**src/rtl/nvm_pkg.sv**
```systemverilog
package nvm_pkg;

   typedef enum logic [1:0] {
      OP_ATOMIC = 2'b00,
      OP_ERASE  = 2'b01,
      OP_WRITE  = 2'b10,
      OP_RSVD   = 2'b11
   } nvm_op_e;

   localparam logic [1:0] SEL_ADDR_LO = 2'd0;
   localparam logic [1:0] SEL_ADDR_HI = 2'd1;
   localparam logic [1:0] SEL_DATA    = 2'd2;
   localparam logic [1:0] SEL_CTRL    = 2'd3;

   localparam int CB_STROBE = 0;
   localparam int CB_GO     = 1;
   localparam int CB_ARM    = 2;
   localparam int CB_RIE    = 3;
   localparam int CB_MODE   = 4;

   // Result of committing one operation to a stored byte
   function automatic logic [7:0] apply_op(input nvm_op_e op,
                                           input logic [7:0] old_b,
                                           input logic [7:0] new_b);
      case (op)
         OP_ERASE: return 8'hFF;
         OP_WRITE: return old_b & new_b;
         default:  return new_b;
      endcase
   endfunction

endpackage

```
**src/rtl/nvm_arm_window.sv**
```systemverilog
module nvm_arm_window #(
   parameter int WINDOW = 4
) (
   input  logic clk,
   input  logic por_n,
   input  logic rst_n,
   input  logic set_i,
   input  logic consume_i,
   output logic armed_o
);
   localparam int CW = $clog2(WINDOW + 1);

   generate
      if (WINDOW < 1) begin : g_bad_window
         $error("nvm_arm_window: WINDOW must be at least 1");
      end
   endgenerate

   logic [CW-1:0] left_q;
   logic          armed_q;

   always_ff @(posedge clk) begin
      if (!por_n || !rst_n) begin
         armed_q <= 1'b0;
         left_q  <= '0;
      end else if (consume_i) begin
         armed_q <= 1'b0;
         left_q  <= '0;
      end else if (set_i) begin
         armed_q <= 1'b1;
         left_q  <= CW'(WINDOW);
      end else if (armed_q) begin
         if (left_q == CW'(1)) begin
            armed_q <= 1'b0;
            left_q  <= '0;
         end else begin
            left_q <= left_q - CW'(1);
         end
      end
   end

   assign armed_o = armed_q;

endmodule

```
**src/rtl/nvm_prog_seq.sv**
```systemverilog
module nvm_prog_seq
   import nvm_pkg::*;
#(
   parameter int T_ATOMIC = 34,
   parameter int T_ERASE  = 18,
   parameter int T_WRITE  = 18,
   parameter int ADDR_W   = 7
) (
   input  logic              clk,
   input  logic              por_n,
   input  logic              start_i,
   input  nvm_op_e           op_i,
   input  logic [ADDR_W-1:0] addr_i,
   input  logic [7:0]        data_i,
   output logic              busy_o,
   output logic              commit_o,
   output nvm_op_e           op_o,
   output logic [ADDR_W-1:0] addr_o,
   output logic [7:0]        data_o
);
   localparam int T_LONG = (T_ERASE > T_WRITE) ? T_ERASE : T_WRITE;
   localparam int T_MAX  = (T_ATOMIC > T_LONG) ? T_ATOMIC : T_LONG;
   localparam int CW     = $clog2(T_MAX + 1);

   generate
      if (T_ATOMIC < 1 || T_ERASE < 1 || T_WRITE < 1) begin : g_bad_dur
         $error("nvm_prog_seq: every duration must be at least one cycle");
      end
   endgenerate

   logic [CW-1:0]     left_q;
   logic [CW-1:0]     dur;
   logic              busy_q;
   nvm_op_e           op_q;
   logic [ADDR_W-1:0] addr_q;
   logic [7:0]        data_q;

   always_comb begin
      case (op_i)
         OP_ERASE: dur = CW'(T_ERASE);
         OP_WRITE: dur = CW'(T_WRITE);
         default:  dur = CW'(T_ATOMIC);
      endcase
   end

   always_ff @(posedge clk) begin
      if (!por_n) begin
         busy_q <= 1'b0;
         left_q <= '0;
         op_q   <= OP_ATOMIC;
         addr_q <= '0;
         data_q <= '0;
      end else if (start_i && !busy_q) begin
         busy_q <= 1'b1;
         left_q <= dur;
         op_q   <= op_i;
         addr_q <= addr_i;
         data_q <= data_i;
      end else if (busy_q) begin
         if (left_q == CW'(1)) begin
            busy_q <= 1'b0;
            left_q <= '0;
         end else begin
            left_q <= left_q - CW'(1);
         end
      end
   end

   assign busy_o   = busy_q;
   assign commit_o = busy_q && (left_q == CW'(1));
   assign op_o     = op_q;
   assign addr_o   = addr_q;
   assign data_o   = data_q;

endmodule

```
**src/rtl/nvm_store.sv**
```systemverilog
module nvm_store
   import nvm_pkg::*;
#(
   parameter int BYTES  = 128,
   parameter int ADDR_W = 7
) (
   input  logic              clk,
   input  logic              por_n,
   input  logic              commit_i,
   input  nvm_op_e           op_i,
   input  logic [ADDR_W-1:0] waddr_i,
   input  logic [7:0]        wdata_i,
   input  logic [ADDR_W-1:0] raddr_i,
   output logic [7:0]        rdata_o
);
   logic [7:0] cell_q [BYTES];

   generate
      for (genvar i = 0; i < BYTES; i++) begin : g_cell
         always_ff @(posedge clk) begin
            if (!por_n) begin
               cell_q[i] <= 8'hFF;
            end else if (commit_i && (waddr_i == ADDR_W'(i))) begin
               cell_q[i] <= apply_op(op_i, cell_q[i], wdata_i);
            end
         end
      end
   endgenerate

   assign rdata_o = cell_q[raddr_i];

endmodule

```
**src/rtl/nvm_byte_ctrl.sv**
```systemverilog
module nvm_byte_ctrl
   import nvm_pkg::*;
#(
   parameter int STORE_BYTES = 128,
   parameter int T_ATOMIC    = 34,
   parameter int T_ERASE     = 18,
   parameter int T_WRITE     = 18,
   parameter int ARM_WINDOW  = 4
) (
   input  logic       clk,
   input  logic       por_n,
   input  logic       rst_n,
   input  logic       gie_i,
   input  logic       wr_en_i,
   input  logic [1:0] wr_sel_i,
   input  logic [7:0] wr_data_i,
   input  logic [1:0] rd_sel_i,
   output logic [7:0] rd_data_o,
   output logic       busy_o,
   output logic       irq_o
);
   localparam int ADDR_W    = $clog2(STORE_BYTES);
   localparam int ADDR_LO_W = (ADDR_W < 8) ? ADDR_W : 8;
   localparam int T_LONG    = (T_ERASE > T_WRITE) ? T_ERASE : T_WRITE;
   localparam int T_MAX     = (T_ATOMIC > T_LONG) ? T_ATOMIC : T_LONG;

   generate
      if (STORE_BYTES != 128 && STORE_BYTES != 256 && STORE_BYTES != 512) begin : g_bad_size
         $error("nvm_byte_ctrl: STORE_BYTES must be 128, 256 or 512");
      end
   endgenerate

   // Register interface decode
   logic    ctrl_wr, go_req, start, arm_set, strobe;
   nvm_op_e wr_mode;
   logic    armed, busy, commit;

   assign ctrl_wr = wr_en_i && (wr_sel_i == SEL_CTRL);
   assign wr_mode = nvm_op_e'(wr_data_i[CB_MODE+1:CB_MODE]);
   assign go_req  = ctrl_wr && wr_data_i[CB_GO];
   assign start   = rst_n && go_req && armed && !busy && (wr_mode != OP_RSVD);
   assign arm_set = ctrl_wr && wr_data_i[CB_ARM];
   assign strobe  = ctrl_wr && wr_data_i[CB_STROBE] && !busy;

   // Address register, split into byte lanes
   logic [ADDR_LO_W-1:0] addr_lo_q;
   logic [ADDR_W-1:0]    addr;
   logic [7:0]           addr_hi_rd;

   always_ff @(posedge clk) begin
      if (!por_n || !rst_n) begin
         addr_lo_q <= '0;
      end else if (wr_en_i && (wr_sel_i == SEL_ADDR_LO)) begin
         addr_lo_q <= wr_data_i[ADDR_LO_W-1:0];
      end
   end

   generate
      if (ADDR_W > 8) begin : g_hi
         logic [ADDR_W-9:0] addr_hi_q;
         always_ff @(posedge clk) begin
            if (!por_n || !rst_n) begin
               addr_hi_q <= '0;
            end else if (wr_en_i && (wr_sel_i == SEL_ADDR_HI)) begin
               addr_hi_q <= wr_data_i[ADDR_W-9:0];
            end
         end
         assign addr       = {addr_hi_q, addr_lo_q};
         assign addr_hi_rd = 8'(addr_hi_q);
      end else begin : g_no_hi
         assign addr       = addr_lo_q;
         assign addr_hi_rd = 8'h00;
      end
   endgenerate

   // Data, mode and interrupt enable
   logic [7:0] data_q;
   logic [7:0] store_rdata;
   nvm_op_e    mode_q;
   logic       rie_q;

   always_ff @(posedge clk) begin
      if (!por_n || !rst_n) begin
         data_q <= '0;
      end else if (strobe) begin
         data_q <= store_rdata;
      end else if (wr_en_i && (wr_sel_i == SEL_DATA)) begin
         data_q <= wr_data_i;
      end
   end

   always_ff @(posedge clk) begin
      if (!por_n) begin
         mode_q <= OP_ATOMIC;
      end else if (!rst_n) begin
         if (!busy) mode_q <= OP_ATOMIC;
      end else if (ctrl_wr && !busy) begin
         mode_q <= wr_mode;
      end
   end

   always_ff @(posedge clk) begin
      if (!por_n || !rst_n) begin
         rie_q <= 1'b0;
      end else if (ctrl_wr) begin
         rie_q <= wr_data_i[CB_RIE];
      end
   end

   // Submodules
   nvm_op_e           seq_op;
   logic [ADDR_W-1:0] seq_addr;
   logic [7:0]        seq_data;

   nvm_arm_window #(.WINDOW(ARM_WINDOW)) u_arm (
      .clk       (clk),
      .por_n     (por_n),
      .rst_n     (rst_n),
      .set_i     (arm_set),
      .consume_i (start),
      .armed_o   (armed)
   );

   nvm_prog_seq #(
      .T_ATOMIC (T_ATOMIC),
      .T_ERASE  (T_ERASE),
      .T_WRITE  (T_WRITE),
      .ADDR_W   (ADDR_W)
   ) u_seq (
      .clk      (clk),
      .por_n    (por_n),
      .start_i  (start),
      .op_i     (wr_mode),
      .addr_i   (addr),
      .data_i   (data_q),
      .busy_o   (busy),
      .commit_o (commit),
      .op_o     (seq_op),
      .addr_o   (seq_addr),
      .data_o   (seq_data)
   );

   nvm_store #(.BYTES(STORE_BYTES), .ADDR_W(ADDR_W)) u_store (
      .clk      (clk),
      .por_n    (por_n),
      .commit_i (commit),
      .op_i     (seq_op),
      .waddr_i  (seq_addr),
      .wdata_i  (seq_data),
      .raddr_i  (addr),
      .rdata_o  (store_rdata)
   );

   // Read mux and outputs
   always_comb begin
      case (rd_sel_i)
         SEL_ADDR_LO: rd_data_o = 8'(addr_lo_q);
         SEL_ADDR_HI: rd_data_o = addr_hi_rd;
         SEL_DATA:    rd_data_o = data_q;
         default:     rd_data_o = {2'b00, mode_q, rie_q, armed, busy, 1'b0};
      endcase
   end

   assign busy_o = busy;
   assign irq_o  = rie_q && gie_i && !busy;

endmodule

```
**config.mk**
```make
export PLATFORM = sky130hd
export DESIGN_NAME = nvm_byte_ctrl
export DESIGN_NICKNAME = d
export VERILOG_FILES = /design/src/rtl/nvm_pkg.sv /design/src/rtl/nvm_arm_window.sv /design/src/rtl/nvm_prog_seq.sv /design/src/rtl/nvm_store.sv /design/src/rtl/nvm_byte_ctrl.sv
export SDC_FILE = /design/constraint.sdc
export NUM_CORES = 2
export LEC_CHECK = 0
export BUFFER_PORTS_ARGS = -buffer_cell sky130_fd_sc_hd__buf_2
export CAP_MARGIN = 30
export CORE_MARGIN = 1.5
export CORE_UTILIZATION = 50
export CTS_BUF_LIST = sky130_fd_sc_hd__clkbuf_4
export DETAILED_ROUTE_END_ITERATION = 6
export PLACE_DENSITY = 0.65
export SLEW_MARGIN = 5
export SYNTH_ARGS = -nofsm -noshare
export SYNTH_HDL_FRONTEND = slang
export SYNTH_SLANG_ARGS = --single-unit
```
**constraint.sdc**
```tcl
create_clock -name clk -period 3.95 [get_ports clk]
set_clock_uncertainty 0.1 [all_clocks]
set_input_delay 0.79 -clock clk [delete_from_list [all_inputs] [get_ports clk]]
set_output_delay 0.79 -clock clk [all_outputs]
set_load 0.02 [all_outputs]
```
==> flow_summary.toml <==
[run_status]
outcome = "completed"

[setup_path]
r2r_end = "u_store.cell_q[10][3]"
reg2reg_setup_slack_ns = 0.31
critPathKind = "register to register"
end_kind = "register"
worst_ep_arrival_time_ns = 4.37
cp.required_ns = 4.68
critPathMaxFanout = 16
r2r-start = "u_seq.left_q[0]"
crit_path_start_kind = "register"
r2r_cells = 8

[sta]
max_slew.worst_pin.slew_ns = 1.32
max_slew_margin_pct = 12.2
finalCritPeriodShare_pct = 92.2
setup_viol = 0
clock.fmax_mhz = 275
slew_violations = 0
final-hold-violation-count = 0
period_needed_ns = 3.64
fin_ws_ns = 0.309
rsz0062_at_grt = "false"
tns_ns = 0

[cts]
cts-buffers-inserted = 304
cts_tree = "built"
htree_levels = 5
clock-sinks = 1077
insertion_delay_ns = 1.17
cts_root_buf = "clkbuf_4"
cts.clk_slew.worst_paths_ns = 0.06
cts_buffer_depth = 4
cts_resized = 0

[finish]
fill_cells = 9017
layout_common_cells = "o21ai_0 (1140), a21oi_1 (1035), edfxtp_1 (1024)"
drive_above_1_share_pct = 21.9
area_growth_pct = 10.8
final_common_cell = "o21ai_0"
fin_nets = 4655

[place]
pre_cts_ws_ns = 0.356
io_buffers = 26
place.gp.congestion = 0.893
dpl.hpwl_um = 100000

[power]
p_switching_mw = 5.12
cellInternalPower_mw = 17.9
power.total_mw = 23.1
power_density_nw_per_um2 = 383
switching_share_pct = 22.2
p_clk_share_pct = 43.6
peakVddDrop_uv = 209
p_leak_nw = 16.2
p_seq_share_pct = 54.0
p_comb_share_pct = 2.4

[synth]
synthFlopType = "edfxtp_1"
yosys_warnings = 0
yosys.area.top_type = "edfxtp_1"
synth-seq-area-share_pct = 58.6
synth_top_area_share_pct = 56.6
syn_nets = 4559
synth_edf_count = 1024
yosys_register_bits = 1077
syn_area_um2 = 54300
synth_area_per_cell_um2 = 12.0
synthCells = 4535
async_flop_share_pct = 0
ys_types = 51
synth.area.top_cells = "edfxtp_1 (57%), mux4_2 (13%), o21ai_0 (11%)"

[detailed_routing]
avgRoutedWirePerCell_um = 26.8
routed_via_density = 6.76
ant_nets = 0
drt_iter0_drc = 5554
route.detailed.drc = 0
drt_first_pass_iters = 6
wl_um = 167000
num_vias = 42000

[min_path]
holdPathEnd = "mode_q[0]"
min_from = "por_n"
holdPathStages = 3
hold_path_class = "input pin to register"

[global_routing]
gr-total-overflow = 0
grt_max_degree = 226
track_usage_pct = 29.5
grt_pass1_wl_um = 251000
grt_pass1_vias = 39800
antenna_found_initial = 2

[floorplanning]
die_w_um = 333
die-area_um2 = 111000
core_area_um2 = 107000
dieHeight_um = 333
start_util_pct = 50.6
boundaryPins = 27
rows = 120

[flow_run]
max_cap_viol_count = 0
[repair_timing]
item,4_1_cts,5_1_grt
setup endpoints to repair,0,0
hold buffers,15,0
setup buffers,0,0
endpoints found under the hold margin,32,0
[cell usage after synthesis, drive strengths merged (3+ instances only)]
master	count
a21boi	23
a21oi	1035
a22o	6
a22oi	20
a32oi	6
buf	69
clkbuf	423
dfxtp	53
edfxtp	1024
ha	7
inv	17
mux2	13
mux2i	34
mux4	302
nand2	81
nand2b	8
nand3	11
nand3b	3
nand4	4
nand4b	3
nor2	155
nor2b	13
nor3	7
nor3b	5
o2111ai	3
o211ai	21
o21ai	1160
o22ai	7
[power by group through the flow]
stage	Sequential, mW	Combinational (mW)	Clock (mW)
after floorplan	12.7	0.290	0
after global placement	12.7	0.517	0
after detailed placement	12.7	0.530	0
after global routing	12.4	0.582	10.8
after CTS	12.4	0.542	10.2
final	12.4	0.550	10.1
[worst max-delay path by stage]
stage / slack [ns] / from / endpoint / cells past startpoint
floorplan: 1.13 / u_seq.left_q[0] / u_store.cell_q[39][0] / 7
global placement: 0.31 / u_seq.left_q[1] / u_store.cell_q[46][4] / 7
detailed placement: 0.36 / u_seq.left_q[0] / u_store.cell_q[28][7] / 6
CTS: 0.31 / u_seq.left_q[0] / u_store.cell_q[28][5] / 6
global route: 0.15 / u_seq.left_q[0] / u_store.cell_q[60][1] / 8
finish: 0.31 / u_seq.left_q[0] / u_store.cell_q[10][3] / 8
[layer usage]
metal | wire, um | global-route usage, % | share of wire [%] | vias to the layer above
met1 | 66300 | 42.5 | 40 | 20800
li1 | - | - | - | 18100
met5 | 0 | 0 | 0 | -
met4 | 5680 | 11.6 | 3.4 | 0
met3 | 19400 | 6.94 | 12 | 343
met2 | 75100 | 43.4 | 45 | 2758
[logic make-up after synthesis]
kind of cell             synth area share (%)
AND/OR/NAND/NOR                          2.41
flip-flops                               58.6
multiplexers                             13.4
AO/OA/AOI/OAI                            21.6
adder cells (fa/ha/maj)                 0.161
buffers and inverters                    3.83
[cell type report]
cell class | instances | area, um^2 | share of cell area (%)
sequential | 1077 | 31800 | 52.9
multi-input combinational | 2948 | 20400 | 33.9
clock buffer | 443 | 3330 | 5.53
timing repair buffer | 282 | 2500 | 4.15
tap | 1403 | 1760 | 2.92
clock inverter | 42 | 265 | 0.441
inverter | 18 | 90.1 | 0.150
antenna | 1 | 2.50 | 0.00416
[registers in the layout, indices dropped and copies added, names as in the netlist, named ones only]
signal and flops:
addr 7, data_q 8, mode_q 2, rie_q 1, u_arm.armed_o 1, u_arm.left_q 3
u_seq.addr_o 7, u_seq.busy_o 1, u_seq.data_o 8, u_seq.left_q 6, u_seq.op_o 2, u_store.cell_q 1024
[metrics by stage]
step | std cells | hold slack (ns) | util (%) | instance area, um^2
3_5_place_dp | 5710 | 0.382 | 52.5 | 56400
2_1_floorplan | 4535 | 0.343 | - | 54300
4_1_cts | 6210 | 0.0283 | 56.0 | 60100
6_report | 6214 | 0.132 | 56.1 | 60200
5_1_grt | 6214 | 0.0973 | 56.1 | 60200
3_3_place_gp | 5695 | 0.381 | 52.4 | 56300
[worst max-delay path, cell delays in order, from the launching register on]
cell and delay, ns:
dfxtp_1 0.41, ha_1 0.16, nor2b_1 0.21, nand4b_1 0.34
nor3b_1 0.70, nand2_1 0.11, buf_4 0.29, o21ai_0 0.73
buf_4 0.27
Power figures use the tool's default switching activity.
